`config.mk`:
```
export PLATFORM = sky130hd
export DESIGN_NAME = gray_updown_part
export DESIGN_NICKNAME = d
export VERILOG_FILES = /design/src/rtl/gray_part_pkg.sv /design/src/rtl/gray_encode.sv /design/src/rtl/gray_half_fsm.sv /design/src/rtl/gray_out_select.sv /design/src/rtl/gray_updown_part.sv
export SDC_FILE = /design/constraint.sdc
export NUM_CORES = 1
export LEC_CHECK = 0
export ABC_AREA = 1
export BUFFER_PORTS_ARGS = -buffer_cell sky130_fd_sc_hd__buf_2
export CORE_MARGIN = 1
export CORE_UTILIZATION = 29
export DETAILED_ROUTE_END_ITERATION = 12
export MAX_ROUTING_LAYER = met4
export SYNTH_ARGS = -nofsm -noshare
export SYNTH_HDL_FRONTEND = slang
export SYNTH_HIERARCHICAL = 1
export SYNTH_SLANG_ARGS = --single-unit
export TNS_END_PERCENT = 30
```
`constraint.sdc`:
```
create_clock -name clk -period 1.4 [get_ports clk]
set_clock_uncertainty 0.1 [all_clocks]
set_input_delay 0.14 -clock clk [delete_from_list [all_inputs] [get_ports clk]]
set_output_delay 0.14 -clock clk [all_outputs]
set_load 0.01 [all_outputs]
```
`src/rtl/gray_part_pkg.sv`:
```
// Package: shared types for the partitioned Gray counter.
// Assumes: one go request travels in each direction between the two halves.
package gray_part_pkg;

    // Request from the machine that is leaving to its idle peer.
    typedef struct packed {
        logic go;      // one-cycle request to leave idle
        logic to_top;  // 1 = enter at the last code of the half, 0 = at the first
    } handoff_t;

endpackage

```
`src/rtl/gray_encode.sv`:
```
// Module: gray_encode
// Turns a sequence index into its reflected Gray code.
// Assumes: the index is plain binary, with the width given by W.
module gray_encode #(
    parameter int W = 3
) (
    input  logic [W-1:0] idx_i,
    output logic [W-1:0] code_o
);

    // Reflected code: each bit is the XOR of an index bit and the bit above it.
    always_comb begin
        code_o = idx_i ^ (idx_i >> 1);
    end

endmodule

```
`src/rtl/gray_half_fsm.sv`:
```
// Module: gray_half_fsm
// One half of the partitioned counter. It holds 2**(W-1) counting positions
// plus an idle state. At its own edge of the sequence it goes idle and raises
// a go request so that the peer takes over on the same clock edge.
// Assumes: the peer is idle whenever this half is live, and it is never
// sent a request while it is live itself.
module gray_half_fsm
    import gray_part_pkg::*;
#(
    parameter int W            = 3,
    parameter bit UPPER        = 1'b0,
    parameter bit START_ACTIVE = 1'b0
) (
    input  logic          clk,
    input  logic          rst_n,
    input  logic          en,
    input  logic          up,
    input  handoff_t      go_in,
    output handoff_t      go_out,
    output logic          idle_o,
    output logic [W-1:0]  idx_o
);

    localparam int           PW  = W - 1;
    localparam logic [PW-1:0] TOP = '1;
    localparam logic [PW-1:0] BOT = '0;

    logic          idle_q;
    logic [PW-1:0] pos_q;
    logic          at_edge;

    // True when the next step in the current direction leaves this half.
    always_comb begin
        at_edge = up ? (pos_q == TOP) : (pos_q == BOT);
    end

    // Raise the request to the peer in the same cycle that this half leaves.
    always_comb begin
        go_out.go     = !idle_q && en && at_edge;
        go_out.to_top = !up;
    end

    // State update: reset, wake from idle, step, or leave for the peer.
    always_ff @(posedge clk) begin
        if (!rst_n) begin
            idle_q <= !START_ACTIVE;
            pos_q  <= BOT;
        end else if (idle_q) begin
            if (go_in.go) begin
                idle_q <= 1'b0;
                pos_q  <= go_in.to_top ? TOP : BOT;
            end
        end else if (en) begin
            if (at_edge) begin
                idle_q <= 1'b1;
            end else if (up) begin
                pos_q <= pos_q + 1'b1;
            end else begin
                pos_q <= pos_q - 1'b1;
            end
        end
    end

    // Index in the whole sequence: the top bit says which half this is.
    always_comb begin
        idle_o = idle_q;
        idx_o  = {UPPER, pos_q};
    end

endmodule

```
`src/rtl/gray_out_select.sv`:
```
// Module: gray_out_select
// Passes on the code of whichever half is live.
// Assumes: exactly one half is out of idle.
module gray_out_select #(
    parameter int W = 3
) (
    input  logic [1:0]        idle_i,
    input  logic [1:0][W-1:0] code_i,
    output logic [W-1:0]      code_o
);

    // The lower half drives the output unless it is idle.
    always_comb begin
        code_o = idle_i[0] ? code_i[1] : code_i[0];
    end

endmodule

```
`src/rtl/gray_updown_part.sv`:
```
// Module: gray_updown_part (top)
// Gray up/down counter built from two communicating half machines. Half 0
// covers the first half of the sequence and half 1 the second. Control moves
// between them through one-cycle go requests, with no idle cycle.
// Assumes: a synchronous active-low reset is applied before the first use.
module gray_updown_part
    import gray_part_pkg::*;
#(
    parameter int W = 3
) (
    input  logic         clk,
    input  logic         rst_n,
    input  logic         cnt_en,
    input  logic         cnt_up,
    output logic [W-1:0] gray_o
);

    handoff_t          hand [2];
    logic [1:0]        idle_v;
    logic [1:0][W-1:0] idx_v;
    logic [1:0][W-1:0] code_v;

    // Handy names for the checker.
    logic     a_idle;
    logic     b_idle;
    handoff_t a_to_b;
    handoff_t b_to_a;

    genvar g;
    generate
        for (g = 0; g < 2; g++) begin : g_half
            gray_half_fsm #(
                .W            (W),
                .UPPER        (g == 1),
                .START_ACTIVE (g == 0)
            ) u_half (
                .clk    (clk),
                .rst_n  (rst_n),
                .en     (cnt_en),
                .up     (cnt_up),
                .go_in  (hand[1-g]),
                .go_out (hand[g]),
                .idle_o (idle_v[g]),
                .idx_o  (idx_v[g])
            );

            gray_encode #(.W(W)) u_enc (
                .idx_i  (idx_v[g]),
                .code_o (code_v[g])
            );
        end
    endgenerate

    gray_out_select #(.W(W)) u_sel (
        .idle_i (idle_v),
        .code_i (code_v),
        .code_o (gray_o)
    );

    // Give the internal handshakes readable names.
    always_comb begin
        a_idle = idle_v[0];
        b_idle = idle_v[1];
        a_to_b = hand[0];
        b_to_a = hand[1];
    end

endmodule

```
### Yosys cells after proc, flatten, opt, wreduce, memory -nomap -nowiden

Cells that the tools add are included.

* output and inout bits: 3
* bits in registers: 6
* bits of input ports: 4
* latch bits: 0
* logic and storage cells: 50
* bits in writable memories: 0
* ROM bits: 0
* memories: 0

* equal/unequal tests: 6
* add/sub/neg operators: 4
* multipliers: 0
* magnitude comparators: 0
* shift-type cells: 0
* muxes and demuxes: 22
* divide/modulo/power cells: 0
* bitwise operators: 2
* reduce and logical (&&, ||, !) cells: 12

Operators with widths (number)
* 2-bit two-way mux: 11
* 1-bit two-way mux: 10
* 3-bit AND reduction: 2
* 2-bit by 1-bit adder with 2-bit output, second input constant: 2
* 2-bit == test, second input constant: 2
* 1-bit logical AND: 4
* 2-bit logical NOT: 2
* 2-bit by 1-bit != test with 1-bit output, second input constant: 2
* 2-bit != test, second input constant: 2
* 2-bit nonzero test: 2
* 2-bit by 1-bit subtractor with 2-bit output, second input constant: 2
* 3-bit two-way mux: 1
* 3-bit by 2-bit bitwise XOR with 3-bit output: 1
* 1-bit logical NOT: 2
* 2-bit by 1-bit bitwise XOR with 2-bit output: 1

### Longest topological paths before layout

Gate-level depths: netlist of the first run.

* depth in word-level cells: 5
* gate-level depth with buffers: 10
* depth with buffers taken out: 10

### By module

The synthesis of the first run kept the hierarchy.

By module, submodules not included
* gray_half_fsm at g_half[0].u_half: seq. area each 60.1 sq um, cells an instance 39, times used 1, area an instance 215.2 sq um
* gray_half_fsm at g_half[1].u_half: seq. area each 60.1 sq um, cells an instance 38, times used 1, area an instance 211.5 sq um
* gray_encode: seq. area each 0.0 sq um, cells an instance 10, times used 2, area an instance 41.3 sq um
* gray_out_select: seq. area each 0.0 sq um, cells an instance 10, times used 1, area an instance 37.5 sq um

### Worst setup path before layout of the first run

OpenSTA, ideal clock, no wires.

* path kind: register to register
* start point: register g_half[1].u_half.pos_q[1]
* end point: register g_half[0].u_half.pos_q[0]
* slack: 0.170 ns
* arrival time: 1.019 ns
* period minus slack after synthesis: 1.230 ns
* stages on the path, launching flop included: 10
* data required time: 1.189 ns
* setup time: 0.111 ns
* buffers on the path: 0
* cell sequence: dfxtp_1 nand3_1 nand2_1 nand2_1 inv_1 nand2_1 nand2_1 nand2_1 nor2_1 nor2_1

RTL lines
* from (decl): RTL line gray_half_fsm.sv:29 `logic [PW-1:0] pos_q;`
* from (signal assigned): RTL line gray_half_fsm.sv:51 `pos_q <= go_in.to_top ? TOP : BOT;`
* from (signal assigned): RTL line gray_half_fsm.sv:57 `pos_q <= pos_q + 1'b1;`
* from (signal assigned): RTL line gray_half_fsm.sv:59 `pos_q <= pos_q - 1'b1;`
* to (signal assigned): RTL line gray_half_fsm.sv:51
* to (signal assigned): RTL line gray_half_fsm.sv:57
* to (signal assigned): RTL line gray_half_fsm.sv:59
* to (decl): RTL line gray_half_fsm.sv:29

==> results.md, run 1 <==
* Placement row count at 15
* Final GP Congestion at 0.824
* Final worst path period share at roughly 94%
* Layout Utilization at 36.8%
* # IOs at 7
* Hold WS at 0.0677 ns
* Largest family of logic cells by synthesized area: simple AND/OR/NAND/NOR gates
* Post-Synth Simple-Gate Area at a little over half
* Die area at 2060 sq um
* Xor/xnor share of the synthesized area at 0%
* Final hold vios at 0
* Vias/cell at 4.08
* Max VDD drop at 0.442 mV
* Via count at 579
* Compound-gate portion of the synthesized area at under 10%
* Crit-path max cell delay at around 0.33 ns
* GRT Util Overall at between 10% and 20%
* Worst path slowest cell: dfxtp_2
* Starting density of the core at 31.3%
* Final net count at 123
* Yosys reg bits at 6
* CTS tree: done
* Antenna viol nets, final at 0
* Leak at slightly below 0.4 nW
* Number of max-cap violations at 0
* Final Power at around 0.00063 W
* HP Class: input port to flop
* Required time of the critical path at between 1 and 1.5 ns
* Multiplexer share of the synthesized area at 0%
* Largest net degree at the start of global routing at 9
* CP cell instances: buf_4, inv_2, nand2_1, nand2_1, nand2_1, nand2_1, buf_2
* GRT overflow at 0
* Insertion delay to the later sink of the worst-skew pair at 0.24 ns
* Total CTS buffers at 3
* CTS Sinks at 6
* Chip width at around 45 um
* Synth warnings at 6
* Longest Clk Path Bufs at 2
* Critical path's top delay family: flip-flops
* Adder-Cell Fraction of Synth Area at 0%
* Unrepaired setup endpoints after global routing: no
* Startpoint Class: flop
* Drt pass-1 iters at 2
* WL/cell at 7.33 um
* Crit Path Max Fanout at 5
* Syn nets at 111
* Worst setup EP type: output port
* Worst Path Class, Setup: flop to output port
* Die height at roughly 45 um
* H-tree Lvls at 1
* Avg Synthesized Cell Area at approximately 5.1 sq um
* Mapped Area at 547 sq um
* Antenna Cells at 0
* P&R area growth vs syn at 17.6%
* FMAX at between 700 and 800 MHz
* Gate Count Post-Synth at approximately 110
* Crit path time final at 1.32 ns
* Vias in the first global route at between 400 and 500
* Initial DRC count at 6
* Pwr/cell area at 980 nW/um^2
* Post-Route WL at approximately 1.0 mm
* Final Max Slew Viols at 0
* Register area share after synthesis at a little over a fifth
* CTS clock-pin slew for the worst setup and hold paths at 0.04 ns
* First-pass GRT wire length at 1.68 mm
* Final WS setup at ~0.084 ns
* DRC viols at 0
* Dpl hpwl at approximately 880 um
* Clock root cell: clkbuf_4
* Setup TNS at 0 ns
* Critical path's most frequent cell: nand2_1
* Status: complete, no violations
* I/O Buffers at 6
* Initial antenna violation count at 0
* Netlist cell types at 12
* Pre-CTS WS at between 0.08 and 0.09 ns
* WP data arrival at about 1.1 ns
* Ratio of cells with drive above 1 in the final layout at 19.7%
* Worst path bufs/invs at 3
* # setup viols final at 0
* Core outline area at 1750 sq um
## layer usage
| metal | up-vias | GRT usage, % | part of all wire (%) |
|---|---|---|---|
| li1 | 333 | - | - |
| met1 | 236 | 15.2 | 51 |
| met3 | 2 | 1.19 | 2.1 |
| met4 | 0 | 9.09 | 1.4 |
| met5 | - | - | 0 |
| met2 | 8 | 16.3 | 45 |
## cells by family (layout without fill, tap and decap cells)
group / count (synthesis) / count (layout)
buffers and inverters: 23 / 33
AND/OR/NAND/NOR: 72 / 72
flip-flops: 6 / 6
AO/OA/AOI/OAI: 4 / 4
other: 2 / 2
## registers in the layout, summed over array words and instances, names as in the netlist
name,flops
g_half.u_half/idle_o,2
g_half.u_half/pos_q,4
## timing repair
action	CTS	global route
hold buffers	0	0
buffers inserted	0	0
gates resized for setup	0	6
endpoints found under the setup margin	0	6
## cells in the final DEF (no fill, tap or decap), drive strengths merged
cell type / instances
conb: 2
buf: 11
a21oi: 2
nand3: 10
o211ai: 1
dfxtp: 6
o21a: 1
inv: 19
clkbuf: 3
nand2: 45
nor2: 17
## synth_stat cells (all sizes together)
cell,instances,share of area [%]
a21oi,2,1.8
buf,4,5.5
conb,2,1.4
dfxtp,6,22
inv,19,13
nand2,45,31
nand3,10,11
nor2,17,12
o211ai,1,1.4
o21a,1,1.4
## through the flow
stage	cell area (sq um)	instances
after floorplan	547	107
after global placement	616	139
after detailed placement	616	139
after CTS	638	142
after global routing	643	142
final	643	142
## worst paths after layout
check             cells after the start  slack (ns)                 startpoint                        end
setup / recovery                      7        0.08  g_half[1].u_half/pos_q[1]                  gray_o[1]
setup reg to reg                     10        0.11  g_half[1].u_half/pos_q[0]  g_half[0].u_half/pos_q[1]
hold / removal                        2        0.07                      rst_n    g_half[1].u_half/idle_o
hold reg to reg                       3        0.48  g_half[0].u_half/pos_q[0]  g_half[0].u_half/pos_q[0]
## area by class of cell
| class | count | area (sq um) |
|---|---|---|
| fillers | 202 | 1100 |
| multi-input cells | 78 | 325 |
| flip-flops and latches | 6 | 125 |
| inverters | 19 | 71.3 |
| repair buffers | 11 | 67.6 |
| well taps | 25 | 31.3 |
| clock buffers | 3 | 22.5 |
## power breakdown
part / leakage, nW / internal, W / switching, W
clock: 0.0138 / 0.0000966 / 0.0000574
combinational: 0.329 / 0.000109 / 0.000147
sequential: 0.0509 / 0.000197 / 0.0000231
total: 0.394 / 0.000403 / 0.000227
Power figures use the tool's default switching activity.
==> run 2: changes to the inputs <==
- RECOVER_POWER: unset -> 100
==> run 2 against run 1 <==
  * Non-clock buffer count did not move
  * Final cell count did not move
  * Worst setup slack got worse by 0.0045 ns
  * Sequential power barely moved
  * Cell area fell by 0.39%
  * Clock power barely moved
  * First-iteration DRC count rose by 17%
  * Count of clock-buffer cells in the layout did not move
  * Via count did not move
  * Global-route usage did not move
  * Largest power group unchanged
  * Highest routed layer unchanged
==> results.md, run 2 (synthesis gave the netlist of run 1 again) <==
* CTS Sinks at 6
* RR Endpoint: g_half[0].u_half/pos_q[1]
* Unrepaired setup endpoints after global routing: no
* Worst setup EP type: output port
* Vias/cell at ~4.1
* Final net count at between 100 and 150
* Antenna Cells at 0
* Total CTS buffers at 3
* WP data arrival at approximately 1.1 ns
* Max VDD drop at between 0.4 and 0.5 mV
* Worst path bufs/invs at 3
* Most frequent cells in the layout: 45 x nand2_1, 17 x nor2_1, 16 x inv_1
* Ratio of cells with drive above 1 in the final layout at approximately 20%
* Critical path's top delay family: flip-flops
* Worst path slowest cell: dfxtp_2
* Min-delay src: rst_n
* Flop-to-flop setup slack at about 0.1 ns
* HP Class: input port to flop
* Antenna viol nets, final at 0
* # IOs at 7
* GRT overflow at 0
* Starting density of the core at between 30% and 40%
* Setup TNS at 0 ns
* Layout Utilization at between 30% and 40%
* Pwr/cell area at around 980 nW/um^2
* Initial antenna violation count at 0
* Final Max Slew Viols at 0
* H-tree Lvls at 1
* Max reg flops at 4
* CP cell instances: buf_4, inv_2, nand2_1, nand2_1, nand2_1, nand2_1, buf_2
* P&R area growth vs syn at 17.2%
* Drt pass-1 iters at 2
* CTS clock-pin slew for the worst setup and hold paths at about 0.04 ns
* First-pass GRT wire length at roughly 1.7 mm
* Insertion delay to the later sink of the worst-skew pair at between 0.2 and 0.25 ns
* Final GP Congestion at roughly 0.82
* Required time of the critical path at ~1.2 ns
* Worst Path Class, Setup: flop to output port
* I/O Buffers at 6
* Via count at slightly below 600
* Post-Route WL at approximately 1.0 mm
* Core outline area at around 1700 sq um
* Largest net degree at the start of global routing at 9
* Initial DRC count at 7
* Commonest non-fill, non-tap cell in the layout: nand2_1
* Final hold vios at 0
* Number of max-cap violations at 0
* FMAX at 757 MHz
* Die area at 2060 sq um
* Chip width at 45.4 um
* Final worst path period share at a little over nine tenths
* Biggest register: g_half.u_half/pos_q
* FF-to-FF path depth at 10
* Leak at roughly 0.39 nW
* CTS tree: done
* Clock root cell: clkbuf_4
* WL/cell at 7.32 um
* Worst R2R Start: g_half[1].u_half/pos_q[0]
* Filler cells at ~200
* Dpl hpwl at slightly below 900 um
* GRT Util Overall at 11.7%
* Vias in the first global route at 443
* Crit Path Max Fanout at 5
* Post-CTS Setup Bufs at 0
* Hold Path Sink: g_half[1].u_half/idle_o
* # setup viols final at 0
* Longest Clk Path Bufs at 2
* Critical path's most frequent cell: nand2_1
* Crit path time final at ~1.3 ns
* DRC viols at 0
* Startpoint Class: flop
* Crit-path max cell delay at approximately 0.33 ns
* Placement row count at 15
* Status: complete, no violations
* WHS Path Cells at 2
* Die height at 45.4 um
run 2: cell count changes in the layout (fill, tap and decap cells not counted), sizes merged:
cell | before | now
buf | 11 | 10
clkbuf | 3 | 4
run 2: what timing repair did:
action / CTS / global route
gates resized for setup: 0 / 6
hold buffers: 0 / 0
endpoints found under the setup margin: 0 / 6
endpoints found under the hold margin: 0 / 0
run 2: routing by layer:
layer,global-route usage (%),routed length [um],share of wire [%]
met4,9.09,15,1.4
met3,1.19,22,2.1
met2,16.3,474,46
met1,15.2,527,51
met5,-,0,0
run 2: cell type report:
| type | instances | area [sq um] | share of cell area [%] |
|---|---|---|---|
| flip-flops and latches | 6 | 125 | 19.5 |
| clock buffers | 3 | 22.5 | 3.52 |
| inverters | 19 | 71.3 | 11.1 |
| well taps | 25 | 31.3 | 4.88 |
| multi-input cells | 78 | 325 | 50.8 |
| repair buffers | 11 | 65.1 | 10.2 |
run 2: report_power, final:
group	switching, W	total (W)	leakage, nW	internal [W]
Sequential	0.0000231	0.000221	0.0509	0.000197
Combinational	0.000147	0.000253	0.329	0.000107
Clock	0.0000573	0.000154	0.0138	0.0000966
Total	0.000227	0.000628	0.393	0.000401
run 2: stage by stage:
step           total power, W  hold WS [ns]  cells  setup WS (ns)  cell area [sq um]
2_1_floorplan        0.000401         0.139    107          0.170                547
6_report             0.000628        0.0682    142         0.0799                641
4_1_cts              0.000635        0.0618    142        0.00346                638
3_5_place_dp         0.000473         0.316    139         0.0884                616
3_3_place_gp         0.000471         0.317    139         0.0879                616
5_1_grt              0.000687        0.0749    142        0.00146                641
run 2: worst max path at each step:
stage / end / depth (start not counted) / start
detailed placement: g_half[0].u_half/pos_q[1] / 9 / g_half[1].u_half/pos_q[1]
global route: gray_o[0] / 7 / g_half[0].u_half/pos_q[1]
floorplan: g_half[0].u_half/pos_q[0] / 9 / g_half[1].u_half/pos_q[1]
global placement: g_half[0].u_half/pos_q[1] / 9 / g_half[1].u_half/pos_q[0]
finish: gray_o[1] / 7 / g_half[1].u_half/pos_q[1]
CTS: gray_o[0] / 7 / g_half[1].u_half/pos_q[1]
==> run 3: changes to the inputs <==
- BUFFER_PORTS_ARGS: -buffer_cell sky130_fd_sc_hd__buf_2 -> -buffer_cell sky130_fd_sc_hd__buf_4
- CELL_PAD_IN_SITES_DETAIL_PLACEMENT: unset -> 1
- CELL_PAD_IN_SITES_GLOBAL_PLACEMENT: unset -> 2
- CORE_UTILIZATION: 29 -> 26
- PLACE_DENSITY_LB_ADDON: unset -> 0.1
- SLEW_MARGIN: unset -> 40
==> run 3 against run 2 <==
  * Critical path depth stayed put
  * Largest cell class unchanged
  * Worst setup slack worse by 0.0070 ns
  * First-iteration DRC count is 29% lower
  * Total power is 7.1% higher
  * Non-clock buffer count is 3 higher
  * Final cell count is 3.5% higher
  * Critical path type unchanged
  * Flip-flop and latch count stayed put
==> results.md, run 3 (synthesis gave the netlist of run 1 again) <==
* Status: complete, no violations
* CTS Sinks at 6
* H-tree Lvls at 1
* Via count at 606
* FMAX at about 750 MHz
* Placed Cells incl. Taps at 142
* Number of max-cap violations at 0
* Met1 wire length at 735 um
* Core outline area at slightly below 2000 sq um
* Drt pass-1 iters at 3
* Placed Area at between 600 and 700 sq um
* Starting density of the core at approximately 28%
* Met3 Wirelength at 20 um
* Setup TNS at 0 ns
* Biggest register: g_half.u_half/pos_q
* Final Power at ~0.00067 W
* Most frequent cells in the layout: 44 x nand2_1, 17 x nor2_1, 15 x inv_1
* CTS tree: done
* P&R area growth vs syn at 27.2%
* Unrepaired setup endpoints after global routing: yes
* Post-Layout Cell Count at ~150
* Max VDD drop at approximately 0.52 mV
* Max reg flops at 4
* DR WL met2 at 661 um
* Final worst path period share at a little over nine tenths
* Final hold vios at 0
* Largest net degree at the start of global routing at 9
* Final GP Congestion at between 0.7 and 0.8
* Top Layer Used: met4
* Insertion delay to the later sink of the worst-skew pair at about 0.24 ns
* Final net count at 126
* Fin area at around 700 sq um
* Initial DRC count at 5
* Vias/cell at roughly 4
* Worst Path Class, Setup: flop to output port
* Die area at around 2300 sq um
* Chip width at 47.9 um
* Initial antenna violation count at 0
* Longest Clk Path Bufs at 2
* Post-Route WL at between 1 and 1.5 mm
* HP Class: input port to flop
* Flop-to-flop setup slack at approximately 0.10 ns
* Total CTS buffers at 3
* Worst setup EP type: output port
* Crit path time final at around 1.3 ns
* Leak at roughly 0.41 nW
* WP data arrival at approximately 1.1 ns
* Placement row count at 16
* First-pass GRT wire length at about 2.2 mm
* Clock root cell: clkbuf_4
* Ratio of cells with drive above 1 in the final layout at about a quarter
* Pwr/cell area at between 900 and 1000 nW/um^2
* DRC viols at 0
* Hold Buf Count CTS at 0
* Commonest non-fill, non-tap cell in the layout: nand2_1
* WL/cell at a little under 10 um
* GRT overflow at 0
* Antenna viol nets, final at 0
* Vias in the first global route at 545
* GRT Util Overall at between 10% and 20%
* I/O Buffers at 6
* Die height at 47.9 um
* # setup viols final at 0
* Required time of the critical path at between 1 and 1.5 ns
* Final Max Slew Viols at 0
* Antenna Cells at 0
* Dpl hpwl at approximately 1.2 mm
* CTS clock-pin slew for the worst setup and hold paths at approximately 0.040 ns
* Crit Path Max Fanout at 5
* # IOs at 7
* Startpoint Class: flop
[run 3: critical path: stages (launching register included)]
cell	delay (ns)
dfxtp_4	0.35
buf_4	0.14
inv_1	0.04
nand2_1	0.04
nand2_1	0.06
nand2_1	0.05
nand2_1	0.06
buf_4	0.11
[run 3: path summary, 6_finish.rpt]
kind                               end                      start  cells after the start
max reg2reg  g_half[1].u_half/pos_q[1]  g_half[0].u_half/pos_q[0]                     10
max                          gray_o[0]  g_half[1].u_half/pos_q[0]                      7
min reg2reg  g_half[1].u_half/pos_q[0]  g_half[1].u_half/pos_q[0]                      3
min            g_half[0].u_half/idle_o                      rst_n                      2
[run 3: through the flow]
step | hold slack (ns) | worst slack [ns] | utilization (%)
floorplan | 0.139 | 0.170 | -
global placement | 0.304 | 0.105 | 32.7
detailed placement | 0.300 | 0.0962 | 32.7
CTS | 0.0429 | 0.00994 | 33.9
global route | 0.0561 | -0.00249 | 35.5
finish | 0.0534 | 0.0729 | 35.5
[run 3: what timing repair did]
action,4_1_cts,5_1_grt
pin swaps,0,3
resized for setup,1,10
setup endpoints to repair,1,6
buffers inserted,0,2
cloned,0,0
[run 3: metal layers]
metal  global-route usage, %  vias to the layer above
met3                    1.13                        2
met4                    6.67                        0
met2                    21.9                        6
met5                       -                        -
li1                        -                      342
met1                    18.4                      256
[run 3: layout make-up]
cell class                      instances  area, sq um
Timing Repair Buffer                   14          113
Inverter                               19         71.3
Clock buffer                            3         22.5
Sequential cell                         6          128
Multi-Input combinational cell         78          328
Fill cell                             295         1270
Tap cell                               27         33.8
[run 3: report_power, final]
part / total (W) / internal, W / switching (W)
combinational: 0.000298 / 0.000133 / 0.000165
clock: 0.000156 / 0.0000968 / 0.0000590
sequential: 0.000218 / 0.000197 / 0.0000211
